<file path="src/rtl/desc_loop_pkg.sv">
// Shared types for the looping descriptor queue.
// Assumes nothing beyond being compiled before the modules that import it.
package desc_loop_pkg;

    // Accepted queue operation in one cycle: {push taken, pop taken}.
    typedef enum logic [1:0] {
        OP_NONE = 2'b00,
        OP_POP  = 2'b01,
        OP_PUSH = 2'b10,
        OP_BOTH = 2'b11
    } fifo_op_e;

endpackage

</file>
<file path="src/rtl/desc_dpram.sv">
// Descriptor storage: a simple dual-port RAM with one synchronous write port
// and one asynchronous read port, each with its own address.
// Assumes the caller never writes a location it is reading in a way that
// needs write-through; the read port returns the stored word.
module desc_dpram #(
    parameter int DATA_W = 32,
    parameter int DEPTH  = 8,
    parameter int ADDR_W = $clog2(DEPTH)
) (
    input  logic              clk,
    input  logic              we,
    input  logic [ADDR_W-1:0] waddr,
    input  logic [DATA_W-1:0] wdata,
    input  logic [ADDR_W-1:0] raddr,
    output logic [DATA_W-1:0] rdata
);

    logic [DATA_W-1:0] mem [DEPTH];

    // Write port: store one descriptor per enabled cycle.
    always_ff @(posedge clk) begin
        if (we) begin
            mem[waddr] <= wdata;
        end
    end

    // Read port: present the addressed descriptor combinationally.
    assign rdata = mem[raddr];

endmodule

</file>
<file path="src/rtl/desc_ptr_unit.sv">
// Read pointer, write pointer and fill count of the queue.
// Offers the plain next values (ignoring any rewind) to the chain control,
// then applies a rewind by loading the captured chain start and length.
// Assumes push_ok and pop_ok are already qualified against full and empty.
module desc_ptr_unit
    import desc_loop_pkg::*;
#(
    parameter int DEPTH  = 8,
    parameter int ADDR_W = $clog2(DEPTH),
    parameter int CNT_W  = $clog2(DEPTH + 1)
) (
    input  logic              clk,
    input  logic              rst_n,
    input  logic              push_ok,
    input  logic              pop_ok,
    input  logic              rewind,
    input  logic [ADDR_W-1:0] chain_start,
    input  logic [CNT_W-1:0]  chain_len,
    output logic [ADDR_W-1:0] rd_ptr,
    output logic [ADDR_W-1:0] wr_ptr,
    output logic [CNT_W-1:0]  count,
    output logic [ADDR_W-1:0] rd_step,
    output logic [CNT_W-1:0]  cnt_step
);

    localparam bit PTR_POW2 = (DEPTH == (1 << ADDR_W));

    logic [ADDR_W-1:0] rd_inc;
    logic [ADDR_W-1:0] wr_inc;
    fifo_op_e          op;

    // Pointer increment: natural rollover for power-of-two depths,
    // explicit compare-and-clear otherwise.
    generate
        if (PTR_POW2) begin : g_pow2_wrap
            assign rd_inc = rd_ptr + ADDR_W'(1);
            assign wr_inc = wr_ptr + ADDR_W'(1);
        end else begin : g_cmp_wrap
            assign rd_inc = (rd_ptr == ADDR_W'(DEPTH - 1)) ? '0 : rd_ptr + ADDR_W'(1);
            assign wr_inc = (wr_ptr == ADDR_W'(DEPTH - 1)) ? '0 : wr_ptr + ADDR_W'(1);
        end
    endgenerate

    assign op = fifo_op_e'({push_ok, pop_ok});

    // Plain next state of count and read pointer, before any rewind.
    always_comb begin
        unique case (op)
            OP_PUSH: cnt_step = count + CNT_W'(1);
            OP_POP:  cnt_step = count - CNT_W'(1);
            default: cnt_step = count;
        endcase
        rd_step = pop_ok ? rd_inc : rd_ptr;
    end

    // Register update: a rewind overrides the read side only.
    always_ff @(posedge clk) begin
        if (!rst_n) begin
            rd_ptr <= '0;
            wr_ptr <= '0;
            count  <= '0;
        end else begin
            if (push_ok) begin
                wr_ptr <= wr_inc;
            end
            if (rewind) begin
                rd_ptr <= chain_start;
                count  <= chain_len;
            end else begin
                rd_ptr <= rd_step;
                count  <= cnt_step;
            end
        end
    end

endmodule

</file>
<file path="src/rtl/desc_chain_ctrl.sv">
// Chain control: arms on loop_en, captures the chain start and length from
// the post-pop queue state, detects the pop of the final chain entry and
// produces the registered wrap pulse.
// Assumes pushes are blocked by the caller while loop_en is high, so the
// fill count only falls during looping and reaches one at the last entry.
module desc_chain_ctrl #(
    parameter int ADDR_W = 3,
    parameter int CNT_W  = 4
) (
    input  logic              clk,
    input  logic              rst_n,
    input  logic              loop_en,
    input  logic              pop_ok,
    input  logic [CNT_W-1:0]  count,
    input  logic [ADDR_W-1:0] rd_step,
    input  logic [CNT_W-1:0]  cnt_step,
    output logic              armed,
    output logic              rewind,
    output logic [ADDR_W-1:0] chain_start,
    output logic [CNT_W-1:0]  chain_len,
    output logic              wrap
);

    logic loop_act;
    logic arm_now;

    assign loop_act = armed & loop_en;
    assign arm_now  = loop_en & ~armed & (cnt_step != '0);
    assign rewind   = loop_act & pop_ok & (count == CNT_W'(1));

    // Arming state and chain capture; disarm as soon as loop_en is low.
    always_ff @(posedge clk) begin
        if (!rst_n) begin
            armed       <= 1'b0;
            chain_start <= '0;
            chain_len   <= '0;
        end else if (!loop_en) begin
            armed <= 1'b0;
        end else if (arm_now) begin
            armed       <= 1'b1;
            chain_start <= rd_step;
            chain_len   <= cnt_step;
        end
    end

    // Wrap pulse: one cycle after every rewinding pop.
    always_ff @(posedge clk) begin
        if (!rst_n) begin
            wrap <= 1'b0;
        end else begin
            wrap <= rewind;
        end
    end

endmodule

</file>
<file path="src/rtl/desc_loop_fifo.sv">
// Looping descriptor queue top level.
// Qualifies push and pop against the queue state, blocks pushes while loop
// control is high, and ties together storage, pointers and chain control.
// Assumes DEPTH >= 2 and a single clock domain for host and consumer.
module desc_loop_fifo #(
    parameter int DATA_W = 32,
    parameter int DEPTH  = 8
) (
    input  logic              clk,
    input  logic              rst_n,
    input  logic              push,
    input  logic [DATA_W-1:0] push_data,
    output logic              full,
    input  logic              pop,
    output logic [DATA_W-1:0] pop_data,
    output logic              empty,
    input  logic              loop_en,
    output logic              wrap
);

    localparam int ADDR_W = $clog2(DEPTH);
    localparam int CNT_W  = $clog2(DEPTH + 1);

    logic              push_ok;
    logic              pop_ok;
    logic              rewind;
    logic              looping;
    logic [ADDR_W-1:0] rd_ptr;
    logic [ADDR_W-1:0] wr_ptr;
    logic [ADDR_W-1:0] rd_step;
    logic [ADDR_W-1:0] chain_start;
    logic [CNT_W-1:0]  count;
    logic [CNT_W-1:0]  cnt_step;
    logic [CNT_W-1:0]  chain_len;

    // Status flags from the fill count.
    assign empty = (count == '0);
    assign full  = (count == CNT_W'(DEPTH));

    // Request qualification: no push while looping control is high.
    assign push_ok = push & ~loop_en & ~full;
    assign pop_ok  = pop & ~empty;

    desc_dpram #(
        .DATA_W (DATA_W),
        .DEPTH  (DEPTH),
        .ADDR_W (ADDR_W)
    ) u_ram (
        .clk   (clk),
        .we    (push_ok),
        .waddr (wr_ptr),
        .wdata (push_data),
        .raddr (rd_ptr),
        .rdata (pop_data)
    );

    desc_ptr_unit #(
        .DEPTH  (DEPTH),
        .ADDR_W (ADDR_W),
        .CNT_W  (CNT_W)
    ) u_ptr (
        .clk         (clk),
        .rst_n       (rst_n),
        .push_ok     (push_ok),
        .pop_ok      (pop_ok),
        .rewind      (rewind),
        .chain_start (chain_start),
        .chain_len   (chain_len),
        .rd_ptr      (rd_ptr),
        .wr_ptr      (wr_ptr),
        .count       (count),
        .rd_step     (rd_step),
        .cnt_step    (cnt_step)
    );

    desc_chain_ctrl #(
        .ADDR_W (ADDR_W),
        .CNT_W  (CNT_W)
    ) u_ctrl (
        .clk         (clk),
        .rst_n       (rst_n),
        .loop_en     (loop_en),
        .pop_ok      (pop_ok),
        .count       (count),
        .rd_step     (rd_step),
        .cnt_step    (cnt_step),
        .armed       (looping),
        .rewind      (rewind),
        .chain_start (chain_start),
        .chain_len   (chain_len),
        .wrap        (wrap)
    );

endmodule

</file>
<file path="config.mk">
export PLATFORM = sky130hd
export DESIGN_NAME = desc_loop_fifo
export DESIGN_NICKNAME = d
export VERILOG_FILES = /design/src/rtl/desc_loop_pkg.sv /design/src/rtl/desc_dpram.sv /design/src/rtl/desc_ptr_unit.sv /design/src/rtl/desc_chain_ctrl.sv /design/src/rtl/desc_loop_fifo.sv
export SDC_FILE = /design/constraint.sdc
export NUM_CORES = 1
export LEC_CHECK = 0
export ABC_AREA = 1
export BUFFER_PORTS_ARGS = -buffer_cell sky130_fd_sc_hd__buf_2
export CAP_MARGIN = 20
export CORE_UTILIZATION = 40
export DETAILED_ROUTE_END_ITERATION = 8
export PLACE_DENSITY = 0.63
export SLEW_MARGIN = 20
export SYNTH_ARGS = -nofsm -noshare
export SYNTH_HDL_FRONTEND = slang
export SYNTH_SLANG_ARGS = --single-unit
</file>
<file path="constraint.sdc">
create_clock -name clk -period 3.5 [get_ports clk]
set_input_delay 0.525 -clock clk [delete_from_list [all_inputs] [get_ports clk]]
set_output_delay 0.525 -clock clk [all_outputs]
set_load 0.02 [all_outputs]
</file>
==> metrics.md <==
| Metric | Value |
|---|---|
| Tightest Pin Transition | ~0.59 ns |
| Number of buffers created by CTS | 28 |
| Clock power share | 0.364 |
| Routed WL | 23.6 mm |
| Min Tclk post-route | 3.12 ns |
| Setup TNS | 0 ns |
| Fin. Hold Viols | 0 |
| Chip Width | approximately 170 µm |
| Post-CTS setup repair buffer count | 0 |
| CP Max Fanout | 24 |
| Worst path bufs/invs | 4 |
| Top post-synthesis cells by area | edfxtp_1, nor2_1, o21ai_0 |
| Placed cell area | 11800 µm² |
| Worst hold path class | input pin to flip-flop |
| Top FF cell, synth | edfxtp_1 |
| I/O Buffers | 71 |
| Final setup margin | approximately 0.38 ns |
| Design area | 12700 µm² |
| Gates resized, CTS repair | 0 |
| CTS tree | done |
| Clock transition at the registers of the reported paths | 0.06 ns |
| Die Y-Extent | roughly 170 µm |
| Clock buffer depth | 3 |
| Data arrival, critical path | approximately 2.6 ns |
| Avg WL per Cell | 17.8 µm |
| Leading area contributor after synthesis | edfxtp_1 |
| Routed Antenna Nets | 0 |
| Post-CTS Hold Buffers | 0 |
| Most common cell in the netlist | edfxtp_1 |
| Netlist cell types | 30 |
| Clock Sinks | 275 |
| Largest net degree at the start of global routing | between 100 and 150 |
| CP Class | flip-flop to output port |
| Vias per cell | around 5.2 |
| #FFs+latches synth | 275 |
| Core area | 27000 µm² |
| Fin util | 0.472 |
| Ys Warns | 0 |
| RR Endpoint | u_ram.mem[0][21] |
| Fmax | 0.320 GHz |
| Top cell type's share of synthesized area | 0.701 |
| Starting Density | 0.407 |
| Tot GR Track Use | 0.168 |
| Syn nets | 931 |
| Setup violators final | 0 |
| H-tree Lvls | 1 |
| Area grow syn2layout | 15.9% |
| Clk root buf | clkbuf_16 |
| Max-Cap Viols | 0 |
| Post-Syn Area per Cell | around 12 µm² |
| Reg2reg path depth | 10 |
| Number of global-route vias before repair | 6737 |
| Internal reg-to-reg setup slack | 0.80 ns |
| Gr ovfl total | 0 |
| RSZ-0062 raised after global routing | false |
| Gate power share | 0.174 |
| Synth Instances | 887 |
| # IOs | 72 |
| Vias | 6894 |
| Global placer's final weighted congestion | 0.750 |
| CP cell instances | inv_2 > buf_4 > buf_4 > nor2_1 > o21ai_0 > a31oi_1 > buf_2 |
| RR Startpoint | u_ptr.count[0] |
| Min-Delay Endpoint | u_ram.mem[2][30] |
| Max_slew headroom | 0.607 |
| Worst stage delay on the critical path | 0.69 ns |
| Worst skew pair latency | 0.54 ns |
| CP required | slightly below 3 ns |
| Hold Crit Depth | 1 |
| Iter 0 DRT Violations | 530 |
| # DRC | 0 |
| Sw frac | 0.274 |
| Top post-synthesis cells by count | edfxtp_1, nor2_1, o21ai_0, nand2_1, a31oi_1 |
| Post-synthesis sequential area ratio | 0.736 |
| Reg power frac | 0.462 |
| Worst Hold Launch | push_data[30] |
| Leak | ~0.0044 µW |
| Pre-CTS setup slack | 0.831 ns |
| Nets@finish | 1005 |
| CP top delay family | buffers and inverters |
| Int Power | 5830 µW |
| Final Cycle Share | 0.892 |
| Row count | 60 |
| Tot Pwr | 8030 µW |
| Power per cell area | 632 nW/µm² |
| Net Switching | between 2000 and 2500 µW |
| Status | completed |
| Slowest cell on the critical path | dfxtp_2 |
| Ys async rst share | 0 |
| Fin Clk Skew | 0.0132 ns |
| CP dominant cell by count | buf_4 |
| Max VDD drop | 0.000428 V |
| Setup crit end kind | output port |
| DRT Pass-1 Iters | 5 |
| Number of flops mapped to enable cells by yosys | 256 |
| Die area | 28100 µm² |
| Initial antenna violation count | 5 |
| Startpoint types | flip-flop |
| Final Max Slew Viols | 0 |
| Global-route wire length before repair | about 37 mm |
| HPWL after DPL | 13.1 mm |
| Fraction of layout cells with a size suffix above 1 | 0.172 |
| Post-Syn Area | 11000 µm² |
-- layer usage --
metal  wire length [µm]  up-vias  part of all wire  track usage
met2              11200      158              0.47        0.278
met4                431        6             0.018       0.0527
met5                 34        -            0.0014            0
met1              10800     3347              0.46        0.226
li1                   -     3339                 -            -
met3               1190       44             0.050       0.0303
-- cell families (layout without fill, tap and decap cells) --
logic type,Yosys count,count (layout),share of synthesized area
other,0,2,0
buffers and inverters,76,171,0.0301
AND/OR/NAND/NOR,312,312,0.117
flip-flops,275,275,0.736
adder cells (fa/ha/maj),7,7,0.00799
AO/OA/AOI/OAI,215,215,0.107
XOR/XNOR,2,2,0.00228
-- stage by stage --
step	cells	hold slack, ns
finish	1325	0.253
global route	1325	0.252
CTS	1323	0.236
detailed placement	1272	0.450
global placement	1272	0.449
floorplan	887	0.426
-- registers in the layout (all words and copies together), names as in the netlist --
| register | cells |
|---|---|
| u_ctrl.chain_start | 3 |
| u_ptr.wr_ptr | 3 |
| u_ctrl.armed | 1 |
| u_ptr.rd_ptr | 3 |
| u_ctrl.chain_len | 4 |
| u_ptr.count | 4 |
| u_ctrl.wrap | 1 |
| u_ram.mem | 256 |
-- power by group through the flow --
stage	Clock (µW)	Sequential [µW]	Combinational (µW)
floorplan	0	3750	982
global route	3100	3710	1560
CTS	2970	3710	1420
global placement	0	3770	1400
finish	2920	3710	1400
detailed placement	0	3780	1420
-- how the worst max path moves through the flow --
stage / from / slack [ns] / endpoint / depth (start not counted)
floorplan: u_ptr.count[0] / 0.43 / u_ram.mem[0][0] / 9
global route: u_ptr.rd_ptr[1] / 0.14 / pop_data[11] / 7
finish: u_ptr.rd_ptr[1] / 0.38 / pop_data[14] / 7
global placement: u_ptr.rd_ptr[1] / 0.87 / pop_data[10] / 7
detailed placement: u_ptr.count[0] / 0.83 / u_ram.mem[0][21] / 10
CTS: u_ptr.rd_ptr[1] / 0.31 / pop_data[10] / 7
-- cells in the final DEF (no fill, tap or decap), types with 2 or more instances in the layout --
cell type | netlist | routed
clkbuf_16 | 0 | 29
dfxtp_1 | 19 | 17
nand2_4 | 3 | 3
nand2_2 | 4 | 4
a21oi_2 | 2 | 2
clkinvlp_4 | 0 | 3
nor2_1 | 237 | 229
inv_2 | 3 | 4
edfxtp_1 | 256 | 256
nor2_4 | 3 | 11
buf_2 | 13 | 71
a21oi_1 | 9 | 9
o22ai_1 | 32 | 32
nand3_1 | 12 | 12
a31oi_1 | 34 | 34
nand2_1 | 45 | 45
buf_12 | 0 | 3
o21ai_1 | 7 | 7
nor2_2 | 3 | 3
clkinv_2 | 0 | 5
nand3_4 | 2 | 2
o21ai_0 | 130 | 130
ha_1 | 7 | 7
bufinv_16 | 0 | 3
diode_2 | 0 | 2
clkinv_1 | 0 | 7
buf_4 | 7 | 20
clkbuf_1 | 27 | 4
inv_1 | 22 | 20
-- layout make-up --
| type | instances | area (µm²) |
|---|---|---|
| tap | 341 | 427 |
| multi-input combinational | 536 | 2630 |
| sequential | 275 | 8070 |
| clock inverter | 18 | 168 |
| timing repair buffer | 94 | 566 |
| antenna | 2 | 5.00 |
| clock buffer | 33 | 741 |
| inverter | 26 | 101 |
| fill | 2359 | 14200 |
Power figures use the tool's default switching activity.
